`src/rtl/cgr_pkg.sv`:
```
package cgr_pkg;

    localparam int unsigned CGR_HALF = 16;
    localparam int unsigned CGR_WORD = 2 * CGR_HALF;

    typedef logic [CGR_HALF-1:0] cgr_half_t;
    typedef logic [CGR_WORD-1:0] cgr_word_t;

endpackage

```
`src/rtl/cgr_mask_reg.sv`:
```
module cgr_mask_reg #(
    parameter int unsigned W = cgr_pkg::CGR_HALF
) (
    input  logic           clk,
    input  logic           rst_n,
    input  logic           wr_en,
    input  logic [2*W-1:0] wr_word,
    output logic [W-1:0]   val_o
);

    typedef struct packed {
        logic [W-1:0] val;
    } mreg_state_t;

    mreg_state_t  s_d, s_q;
    logic [W-1:0] wmask;
    logic [W-1:0] wval;

    assign wmask = wr_word[2*W-1:W];
    assign wval  = wr_word[W-1:0];

    always_comb begin
        s_d = s_q;
        if (wr_en) begin
            s_d.val = (s_q.val & ~wmask) | (wval & wmask);
        end
    end

    always_ff @(posedge clk or negedge rst_n) begin
        if (!rst_n) begin
            s_q <= '0;
        end else begin
            s_q <= s_d;
        end
    end

    assign val_o = s_q.val;

    AST_MASKED_SET: assert property (@(posedge clk) disable iff (!rst_n)
        wr_en |=> ((val_o & $past(wmask)) == ($past(wval) & $past(wmask))));

    AST_UNMASKED_KEEP: assert property (@(posedge clk) disable iff (!rst_n)
        wr_en |=> ((val_o & ~$past(wmask)) == ($past(val_o) & ~$past(wmask))));

    AST_IDLE_HOLD: assert property (@(posedge clk) disable iff (!rst_n)
        !wr_en |=> $stable(val_o));

endmodule

```
`src/rtl/cgr_mon_sync.sv`:
```
module cgr_mon_sync #(
    parameter int unsigned W      = cgr_pkg::CGR_HALF,
    parameter int unsigned STAGES = 3
) (
    input  logic         clk,
    input  logic         rst_n,
    input  logic [W-1:0] din,
    output logic [W-1:0] dout
);

    typedef struct packed {
        logic [STAGES-1:0][W-1:0] pipe;
    } sync_state_t;

    sync_state_t s_d, s_q;

    always_comb begin
        s_d = s_q;
        s_d.pipe[0] = din;
        for (int k = 1; k < STAGES; k++) begin
            s_d.pipe[k] = s_q.pipe[k-1];
        end
    end

    always_ff @(posedge clk or negedge rst_n) begin
        if (!rst_n) begin
            s_q <= '0;
        end else begin
            s_q <= s_d;
        end
    end

    assign dout = s_q.pipe[STAGES-1];

    for (genvar k = 0; k < STAGES; k++) begin : g_stage_chk
        if (k == 0) begin : g_first
            AST_SYNC_ENTRY: assert property (@(posedge clk) disable iff (!rst_n)
                s_q.pipe[0] == $past(din));
        end else begin : g_next
            AST_SYNC_SHIFT: assert property (@(posedge clk) disable iff (!rst_n)
                s_q.pipe[k] == $past(s_q.pipe[k-1]));
        end
    end

endmodule

```
`src/rtl/cgr_bus_decode.sv`:
```
module cgr_bus_decode #(
    parameter int unsigned NUM_CLK_REGS = 2,
    parameter int unsigned NUM_RST_REGS = 2,
    parameter int unsigned ADDR_W       = 12,
    parameter int unsigned CLK_BASE     = 'h000,
    parameter int unsigned RST_BASE     = 'h080,
    parameter int unsigned MON_OFFSET   = 'h180
) (
    input  logic                                  bus_sel,
    input  logic                                  bus_we,
    input  logic [ADDR_W-1:0]                     bus_addr,
    input  logic [NUM_CLK_REGS*cgr_pkg::CGR_HALF-1:0] clk_val,
    input  logic [NUM_RST_REGS*cgr_pkg::CGR_HALF-1:0] rst_val,
    input  logic [NUM_CLK_REGS*cgr_pkg::CGR_HALF-1:0] clk_mon,
    input  logic [NUM_RST_REGS*cgr_pkg::CGR_HALF-1:0] rst_mon,
    output logic [NUM_CLK_REGS-1:0]               clk_wr,
    output logic [NUM_RST_REGS-1:0]               rst_wr,
    output cgr_pkg::cgr_word_t                    rdata
);

    localparam int unsigned W = cgr_pkg::CGR_HALF;

    logic [NUM_CLK_REGS-1:0] clk_hit, clk_mon_hit;
    logic [NUM_RST_REGS-1:0] rst_hit, rst_mon_hit;

    for (genvar i = 0; i < NUM_CLK_REGS; i++) begin : g_clk_dec
        localparam int unsigned CTRL_A = CLK_BASE + 4 * i;
        assign clk_hit[i]     = (bus_addr == ADDR_W'(CTRL_A));
        assign clk_mon_hit[i] = (bus_addr == ADDR_W'(CTRL_A + MON_OFFSET));
        assign clk_wr[i]      = bus_sel & bus_we & clk_hit[i];
    end

    for (genvar i = 0; i < NUM_RST_REGS; i++) begin : g_rst_dec
        localparam int unsigned CTRL_A = RST_BASE + 4 * i;
        assign rst_hit[i]     = (bus_addr == ADDR_W'(CTRL_A));
        assign rst_mon_hit[i] = (bus_addr == ADDR_W'(CTRL_A + MON_OFFSET));
        assign rst_wr[i]      = bus_sel & bus_we & rst_hit[i];
    end

    always_comb begin
        rdata = '0;
        if (bus_sel && !bus_we) begin
            for (int i = 0; i < NUM_CLK_REGS; i++) begin
                if (clk_hit[i])     rdata = {{W{1'b0}}, clk_val[i*W +: W]};
                if (clk_mon_hit[i]) rdata = {{W{1'b0}}, clk_mon[i*W +: W]};
            end
            for (int i = 0; i < NUM_RST_REGS; i++) begin
                if (rst_hit[i])     rdata = {{W{1'b0}}, rst_val[i*W +: W]};
                if (rst_mon_hit[i]) rdata = {{W{1'b0}}, rst_mon[i*W +: W]};
            end
        end
    end

endmodule

```
`src/rtl/cgr_gate_ctrl.sv`:
```
module cgr_gate_ctrl #(
    parameter int unsigned NUM_CLK_REGS = 2,
    parameter int unsigned NUM_RST_REGS = 2,
    parameter int unsigned ADDR_W       = 12,
    parameter int unsigned SYNC_STAGES  = 3
) (
    input  logic                                  clk,
    input  logic                                  rst_n,
    input  logic                                  bus_sel,
    input  logic                                  bus_we,
    input  logic [ADDR_W-1:0]                     bus_addr,
    input  logic [31:0]                           bus_wdata,
    output logic [31:0]                           bus_rdata,
    output logic [NUM_CLK_REGS*16-1:0]            mod_clk_en,
    output logic [NUM_RST_REGS*16-1:0]            mod_rst
);

    localparam int unsigned W        = cgr_pkg::CGR_HALF;
    localparam int unsigned CLK_BITS = NUM_CLK_REGS * W;
    localparam int unsigned RST_BITS = NUM_RST_REGS * W;

    logic [CLK_BITS-1:0]     clk_val, clk_mon;
    logic [RST_BITS-1:0]     rst_val, rst_sync, rst_mon;
    logic [NUM_CLK_REGS-1:0] clk_wr;
    logic [NUM_RST_REGS-1:0] rst_wr;

    cgr_bus_decode #(
        .NUM_CLK_REGS (NUM_CLK_REGS),
        .NUM_RST_REGS (NUM_RST_REGS),
        .ADDR_W       (ADDR_W),
        .CLK_BASE     ('h000),
        .RST_BASE     ('h080),
        .MON_OFFSET   ('h180)
    ) u_decode (
        .bus_sel  (bus_sel),
        .bus_we   (bus_we),
        .bus_addr (bus_addr),
        .clk_val  (clk_val),
        .rst_val  (rst_val),
        .clk_mon  (clk_mon),
        .rst_mon  (rst_mon),
        .clk_wr   (clk_wr),
        .rst_wr   (rst_wr),
        .rdata    (bus_rdata)
    );

    for (genvar i = 0; i < NUM_CLK_REGS; i++) begin : g_clk_reg
        cgr_mask_reg #(.W(W)) u_reg (
            .clk     (clk),
            .rst_n   (rst_n),
            .wr_en   (clk_wr[i]),
            .wr_word (bus_wdata),
            .val_o   (clk_val[i*W +: W])
        );
        cgr_mon_sync #(.W(W), .STAGES(SYNC_STAGES)) u_sync (
            .clk   (clk),
            .rst_n (rst_n),
            .din   (clk_val[i*W +: W]),
            .dout  (clk_mon[i*W +: W])
        );
    end

    for (genvar i = 0; i < NUM_RST_REGS; i++) begin : g_rst_reg
        cgr_mask_reg #(.W(W)) u_reg (
            .clk     (clk),
            .rst_n   (rst_n),
            .wr_en   (rst_wr[i]),
            .wr_word (bus_wdata),
            .val_o   (rst_val[i*W +: W])
        );
        cgr_mon_sync #(.W(W), .STAGES(SYNC_STAGES)) u_sync (
            .clk   (clk),
            .rst_n (rst_n),
            .din   (rst_val[i*W +: W]),
            .dout  (rst_sync[i*W +: W])
        );
    end

    assign rst_mon    = ~rst_sync;
    assign mod_clk_en = clk_val;
    assign mod_rst    = ~rst_val;

    AST_STRAY_WRITE: assert property (@(posedge clk) disable iff (!rst_n)
        (bus_sel && bus_we && (clk_wr == '0) && (rst_wr == '0))
        |=> ($stable(mod_clk_en) && $stable(mod_rst)));

    AST_RST_DEFAULT: assert property (@(posedge clk) disable iff (!rst_n)
        $rose(rst_n) |-> ((mod_clk_en == '0) && (mod_rst == '1)));

endmodule

```
`config.mk`:
```
export PLATFORM = sky130hd
export DESIGN_NAME = cgr_gate_ctrl
export DESIGN_NICKNAME = d
export VERILOG_FILES = /design/src/rtl/cgr_pkg.sv /design/src/rtl/cgr_mask_reg.sv /design/src/rtl/cgr_mon_sync.sv /design/src/rtl/cgr_bus_decode.sv /design/src/rtl/cgr_gate_ctrl.sv
export SDC_FILE = /design/constraint.sdc
export NUM_CORES = 1
export LEC_CHECK = 0
export ABC_CLOCK_PERIOD_IN_PS = 5300
export BUFFER_PORTS_ARGS = -buffer_cell sky130_fd_sc_hd__clkbuf_2
export CAP_MARGIN = 20
export CORE_MARGIN = 2
export CORE_UTILIZATION = 35
export CTS_CLUSTER_SIZE = 8
export DETAILED_ROUTE_END_ITERATION = 8
export GPL_TIMING_DRIVEN = 0
export SYNTH_ARGS = -nofsm -noshare
export SYNTH_HDL_FRONTEND = slang
export SYNTH_SLANG_ARGS = --single-unit
export TNS_END_PERCENT = 100
```
`constraint.sdc`:
```
create_clock -name clk -period 5.3 [get_ports clk]
set_clock_uncertainty 0.05 [all_clocks]
set_input_delay 1.06 -clock clk [delete_from_list [all_inputs] [get_ports clk]]
set_output_delay 1.06 -clock clk [all_outputs]
set_load 0.005 [all_outputs]
```
Word-level counts from Yosys, hierarchy flattened:

Cells that the tools add are included.
W data, S select, Z words.

* memory bits (writable): 0
* flip-flop bits (word level): 256
* ROM bits: 0
* output and inout port bits: 96
* latch bits: 0
* bits of input ports: 48
* memories kept: 0

* add/subtract/negate cells: 0
* div/mod/pow operators: 0
* mux-type cells: 9
* equal/unequal tests: 7
* $lt $le $gt $ge: 0
* shift operators: 0
* bitwise operators: 17
* multipliers: 0
* reductions and logical operators: 3

Operators with widths (number)
* $mux W16: 8
* $and A16 B16 Y16: 5
* $not A32 Y32: 2
* $or A16 B16 Y16: 4
* $mux W32: 1
* $eq A12 B10 Y1 const B: 2
* $eq A12 B8 Y1 const B: 2
* $eq A12 B9 Y1 const B: 2
* $not A16 Y16: 1
* $eq A12 B3 Y1 const B: 1
* $logic_not A12 Y1: 1
* $and A1 B1 Y1: 5
* $logic_and A1 B1 Y1: 1
* $logic_not A1 Y1: 1

Logic depth before layout (Yosys ltp):

* word-level depth: 10
* gate-level depth with buffers: 9
* mapped depth without buffers: 6

Cells and area by module:

From an unflattened synthesis, not the netlist that was laid out.

* cell total of the unflattened synthesis: 726
* area total of the unflattened synthesis: 9644.2 µm²

Modules (own cells, without submodules)
* cgr_mon_sync: times used 4, cells an instance 48, area an instance 1201.2 µm²
* cgr_mask_reg: times used 4, cells an instance 50, area an instance 700.7 µm²
* cgr_bus_decode: times used 1, cells an instance 270, area an instance 1796.7 µm²
* cgr_gate_ctrl: times used 1, cells an instance 64, area an instance 240.2 µm²

Worst setup path before layout:

OpenSTA, ideal clock, no wires.

* path type: input to output
* start: in bus_addr[8]
* end: out bus_rdata[10]
* data required time: 4190 ps
* stages on the path: 9
* path slack: 1312 ps
* data arrival time: 2878 ps
* cells stage by stage: buf_2 -> or3_1 -> buf_2 -> or4_4 -> a21oi_2 -> buf_2 -> o2bb2ai_1 -> a21oi_1 -> o22ai_1

* word-level cells in the longest chain between the ends: 10

Ends and longest elaborated chain
* from (decl): RTL line cgr_gate_ctrl.sv:11 `input logic [ADDR_W-1:0] bus_addr,`
* $logic_not A12 Y1: RTL line cgr_bus_decode.sv:28 `assign clk_hit[i] = (bus_addr == ADDR_W'(CTRL_A));`
* $mux W16: RTL line cgr_bus_decode.sv:44 `if (clk_hit[i]) rdata = {{W{1'b0}}, clk_val[i*W +: W]};`
* $mux W16: RTL line cgr_bus_decode.sv:45 `if (clk_mon_hit[i]) rdata = {{W{1'b0}}, clk_mon[i*W +: W]};`
* $mux W16: RTL line cgr_bus_decode.sv:44
* $mux W16: RTL line cgr_bus_decode.sv:45
* $mux W16: RTL line cgr_bus_decode.sv:48 `if (rst_hit[i]) rdata = {{W{1'b0}}, rst_val[i*W +: W]};`
* $mux W16: RTL line cgr_bus_decode.sv:49 `if (rst_mon_hit[i]) rdata = {{W{1'b0}}, rst_mon[i*W +: W]};`
* $mux W16: RTL line cgr_bus_decode.sv:48
* $mux W16 *: RTL line cgr_bus_decode.sv:49
* $mux W32 *: RTL line cgr_bus_decode.sv:42 `if (bus_sel && !bus_we) begin`
* to (decl): RTL line cgr_gate_ctrl.sv:13 `output logic [31:0] bus_rdata,`

Mark *: on every way between the ends. The rest lies on a longest branch, timed or not.

Worst setup path in the final report:

* start: in bus_addr[7]
* end: out bus_rdata[13]

Same word-level chain as after synthesis.

==> out/qor.txt <==
CTS
-----------------------------------------------------------------------------------------------------------------
Setup Buffers After CTS ............................................................................            0
Root Driver ........................................................................................ sky130_fd_sc_hd__clkbuf_16
# resized after CTS ................................................................................            0
Clock-pin slew of the registers on the worst-case setup and hold paths .............................      0.05 ns
TritonCTS Buffers ..................................................................................           38
Worst skew pair latency ............................................................................      0.52 ns
Number of hold-repair buffers added at the cts stage ...............................................            0
Clock tree from TritonCTS ..........................................................................         done
Number of H-tree levels ............................................................................            2
Sink count of the clock tree .......................................................................          256
Deepest clock path buffer count ....................................................................            3

SYNTH
-----------------------------------------------------------------------------------------------------------------
Number of flip-flops and latches in the synthesized netlist ........................................          256
Synthesized-area fraction occupied by xor and xnor cells ...........................................           0%
Fraction of post-synthesis cell area in the top cell type by area ..................................       67.81%
Number of warnings printed during yosys synthesis ..................................................            0
Share of the synthesized area in compound gates (AO/OA/AOI/OAI) ....................................       8.967%
Arithmetic-cell share of the synthesized area counting full adders, half adders and majority gates .           0%
Average instance area after synthesis ..............................................................    12.82 µm²
Number of enable-type register cells in the synthesized netlist ....................................            0
Share of async-settable or async-resettable flops after synthesis ..................................       100.0%
Post-synth top flop ................................................................................ sky130_fd_sc_hd__dfrtp_1
Post-synthesis sequential area ratio ...............................................................       67.81%
Post-synth design cell area ........................................................................     9447 µm²
Synth top cells by count ........................................................................... 256 x sky130_fd_sc_hd__dfrtp_1, 97 x sky130_fd_sc_hd__nand2_1, 53 x sky130_fd_sc_hd__mux2_2, 50 x sky130_fd_sc_hd__buf_4, 42 x sky130_fd_sc_hd__o21ai_0
Count of cell types in the netlist .................................................................           40
Most common cell in the netlist .................................................................... sky130_fd_sc_hd__dfrtp_1
Share of synthesized area spent on multiplexers ....................................................       9.219%
Area share of and/or/nand/nor cells after synthesis ................................................       7.430%
Main combinational cell family by area after synthesis ............................................. multiplexers
Largest area contributor in the synthesized netlist ................................................ sky130_fd_sc_hd__dfrtp_1
Top cells by area, synth ........................................................................... sky130_fd_sc_hd__dfrtp_1 68%, sky130_fd_sc_hd__mux2_2 6.3%, sky130_fd_sc_hd__buf_4 4.0%, sky130_fd_sc_hd__nand2_1 3.9%, sky130_fd_sc_hd__o21ai_0 2.2%
Post-synthesis cell count ..........................................................................          737

PLACE
-----------------------------------------------------------------------------------------------------------------
Buffers added on ports .............................................................................          124
Post-DP HPWL .......................................................................................     16.15 mm
Placed Area ........................................................................................    10630 µm²
Post-placement cell count ..........................................................................         1221
Placer's final routability congestion estimate .....................................................       0.8816

DRT
-----------------------------------------------------------------------------------------------------------------
Routed Wire Length .................................................................................     23.91 mm
Number of detailed-route iterations in the first pass ..............................................            5
Routed wire per std cell ...........................................................................     18.89 µm
Remaining antenna violation count after routing ....................................................            0
Post-DR vias/cell ..................................................................................        4.829
Drt drc ............................................................................................            0
Initial DRC count ..................................................................................          504
Vias after detailed routing ........................................................................         6114

DIE
-----------------------------------------------------------------------------------------------------------------
Floorplan Core Area ................................................................................    26730 µm²
X dimension of the die .............................................................................     168.3 µm
FP Rows ............................................................................................           60
Die footprint ......................................................................................    28320 µm²
Number of placed I/O pins ..........................................................................          144
Die H ..............................................................................................     168.3 µm
Initial Util .......................................................................................       35.35%

SETUP PATH
-----------------------------------------------------------------------------------------------------------------
Slowest stage delay, CP ............................................................................      0.64 ns
WS Path Type .......................................................................................       in2out
Slowest cell on the critical path .................................................................. sky130_fd_sc_hd__clkbuf_1
Top delay family on crit path ...................................................................... buffers and inverters
Buffering stage count on the worst path with inverters included ....................................            3
Maximum fanout encountered on the critical timing path .............................................           10
Worst path required time ...........................................................................      4.19 ns
Chain of cells forming the critical path ........................................................... clkbuf_1 -> nand2_1 -> nor2_1 -> clkbuf_1 -> nand2_1 -> o21ai_0 -> a22oi_1 -> o21ai_0 -> clkbuf_2
Worst EP arrival ...................................................................................      3.70 ns
Category of the worst setup path launch point ......................................................    input pin
Kind of capture point of the worst setup path ......................................................   output pin

STA
-----------------------------------------------------------------------------------------------------------------
Final-layout setup total negative slack ............................................................         0 ns
Fin. Hold Viols ....................................................................................            0
Peak clock frequency supported by timing ...........................................................    208.1 MHz
Pin slew with the least headroom to its limit ......................................................    0.9551 ns
Final critical-path required period ................................................................     4.805 ns
Final setup violation count ........................................................................            0
Worst hold slack ...................................................................................    0.2793 ns
Final slew viol count ..............................................................................            0
Worst slew slack as a fraction of its limit ........................................................       36.33%
Final clock period utilization by the worst path ...................................................       90.67%
Setup repair after global routing missed its margin ................................................           no

FINISH
-----------------------------------------------------------------------------------------------------------------
Final instance area ................................................................................    11630 µm²
Layout net count ...................................................................................          968
Non-filler instance count after layout .............................................................         1266
Share of layout cells above drive strength 1 .......................................................       30.95%
Combined flip-flop and latch cell area .............................................................     6406 µm²
Area grow syn2layout ...............................................................................       23.11%
Final-layout fill cell count .......................................................................         2487
Area occupied by multi-input gates .................................................................     2480 µm²

POWER AND IR DROP
-----------------------------------------------------------------------------------------------------------------
Pwr/cell area ...................................................................................... 358.0 nW/µm²
Internal Power .....................................................................................      3275 µW
Largest voltage drop on the vdd net ................................................................    0.1758 mV
Proportion of power drawn by flip-flops and latches ................................................        47.2%
Reported leakage power .............................................................................  0.005798 µW
Switching Share ....................................................................................       21.33%
Sw power ...........................................................................................     888.1 µW
Fraction of power consumed by combinational cells ..................................................         3.4%
Clk pwr share ......................................................................................        49.4%
Power consumption ..................................................................................      4163 µW

GLOBAL ROUTE
-----------------------------------------------------------------------------------------------------------------
Number of global-route vias before repair ..........................................................         6225
Maximum number of pins on one net before global-route repair .......................................          107
Global-route wire length before repair .............................................................     36.96 mm
All-layer global routing usage .....................................................................       17.31%
Antenna violations before repair ...................................................................            4
Overflow left after global routing .................................................................            0

MIN PATH
-----------------------------------------------------------------------------------------------------------------
Worst hold-check path type .........................................................................      reg2reg

FLOW RUN
-----------------------------------------------------------------------------------------------------------------
Maxcap violations ..................................................................................            0

RUN STATUS
-----------------------------------------------------------------------------------------------------------------
Outcome ............................................................................................ finished, final reports clean

per-stage QoR:
stage | util (%) | worst slack (ns)
2_1_floorplan | - | 1.312
3_3_place_gp | 39.48 | -1.989
3_5_place_dp | 39.76 | 0.4259
4_1_cts | 43.51 | 0.4227
5_1_grt | 43.51 | 0.2582
6_report | 43.52 | 0.4947
placed cells by master, fill, tap and decap left out, drive strengths merged, types with 8 or more instances in the layout:
cell type / count
inv: 37
nor3: 8
a2bb2oi: 9
mux2i: 15
nand2: 97
buf: 60
a22oi: 19
a21oi: 34
o2bb2ai: 9
nor2: 24
mux2: 64
dfrtp: 256
clkbuf: 184
conb: 16
o22ai: 10
o21ai: 43
a221oi: 9
worst paths after layout:
| path | startpoint | endpoint | slack, ns | depth (start not counted) |
|---|---|---|---|---|
| min in group asynchronous | rst_n | async pin | 0.50 | 1 |
| worst min-delay path | g_clk_reg[1].u_sync.s_d[30]$_DFF_PN0_ | g_clk_reg[1].u_sync.s_d[46]$_DFF_PN0_ | 0.28 | 0 |
| worst min register to register | g_clk_reg[1].u_sync.s_d[30]$_DFF_PN0_ | g_clk_reg[1].u_sync.s_d[46]$_DFF_PN0_ | 0.28 | 0 |
| worst max register to register | flop | flop | 4.39 | 1 |
| max in group asynchronous | rst_n | g_rst_reg[1].u_sync.s_d[39]$_DFF_PN0_ | 3.79 | 2 |
| worst max-delay path | bus_addr[7] | bus_rdata[13] | 0.49 | 9 |
kinds of logic (layout without fill, tap and decap cells):
| group | after synthesis | count (layout) |
|---|---|---|
| buffers and inverters | 111 | 283 |
| muxes | 79 | 79 |
| AOI/OAI and AO/OA | 135 | 135 |
| DFF | 256 | 256 |
| other | 1 | 17 |
| and+or+nand+nor | 155 | 155 |
area by class of cell:
class                   count  share of cell area, %
diodes                      1                0.02152
plain buffers              76                  4.174
clock buffers              40                  8.241
clock inverters             4                 0.3658
inverters                  35                  1.130
multi-input cells         385                  21.32
flip-flops and latches    256                  55.08
well taps                 341                  3.669
repair buffers            128                  5.992
power by group through the flow:
stage	sequential (µW)	clock, µW	combinational, µW
floorplan	1990	0	53.0
global placement	1990	0	137
detailed placement	1990	0	146
CTS	1960	2110	147
global route	1960	2190	162
finish	1960	2060	144
per-layer routing:
layer	GRT usage [%]	wire length, µm	vias to the layer above
met5	0	44	-
met4	5.285	512	6
met3	4.043	1750	51
met2	26.41	10780	221
met1	24.66	10830	3038
li1	-	-	2798
Note: power is estimated with default switching activity, not from simulation.
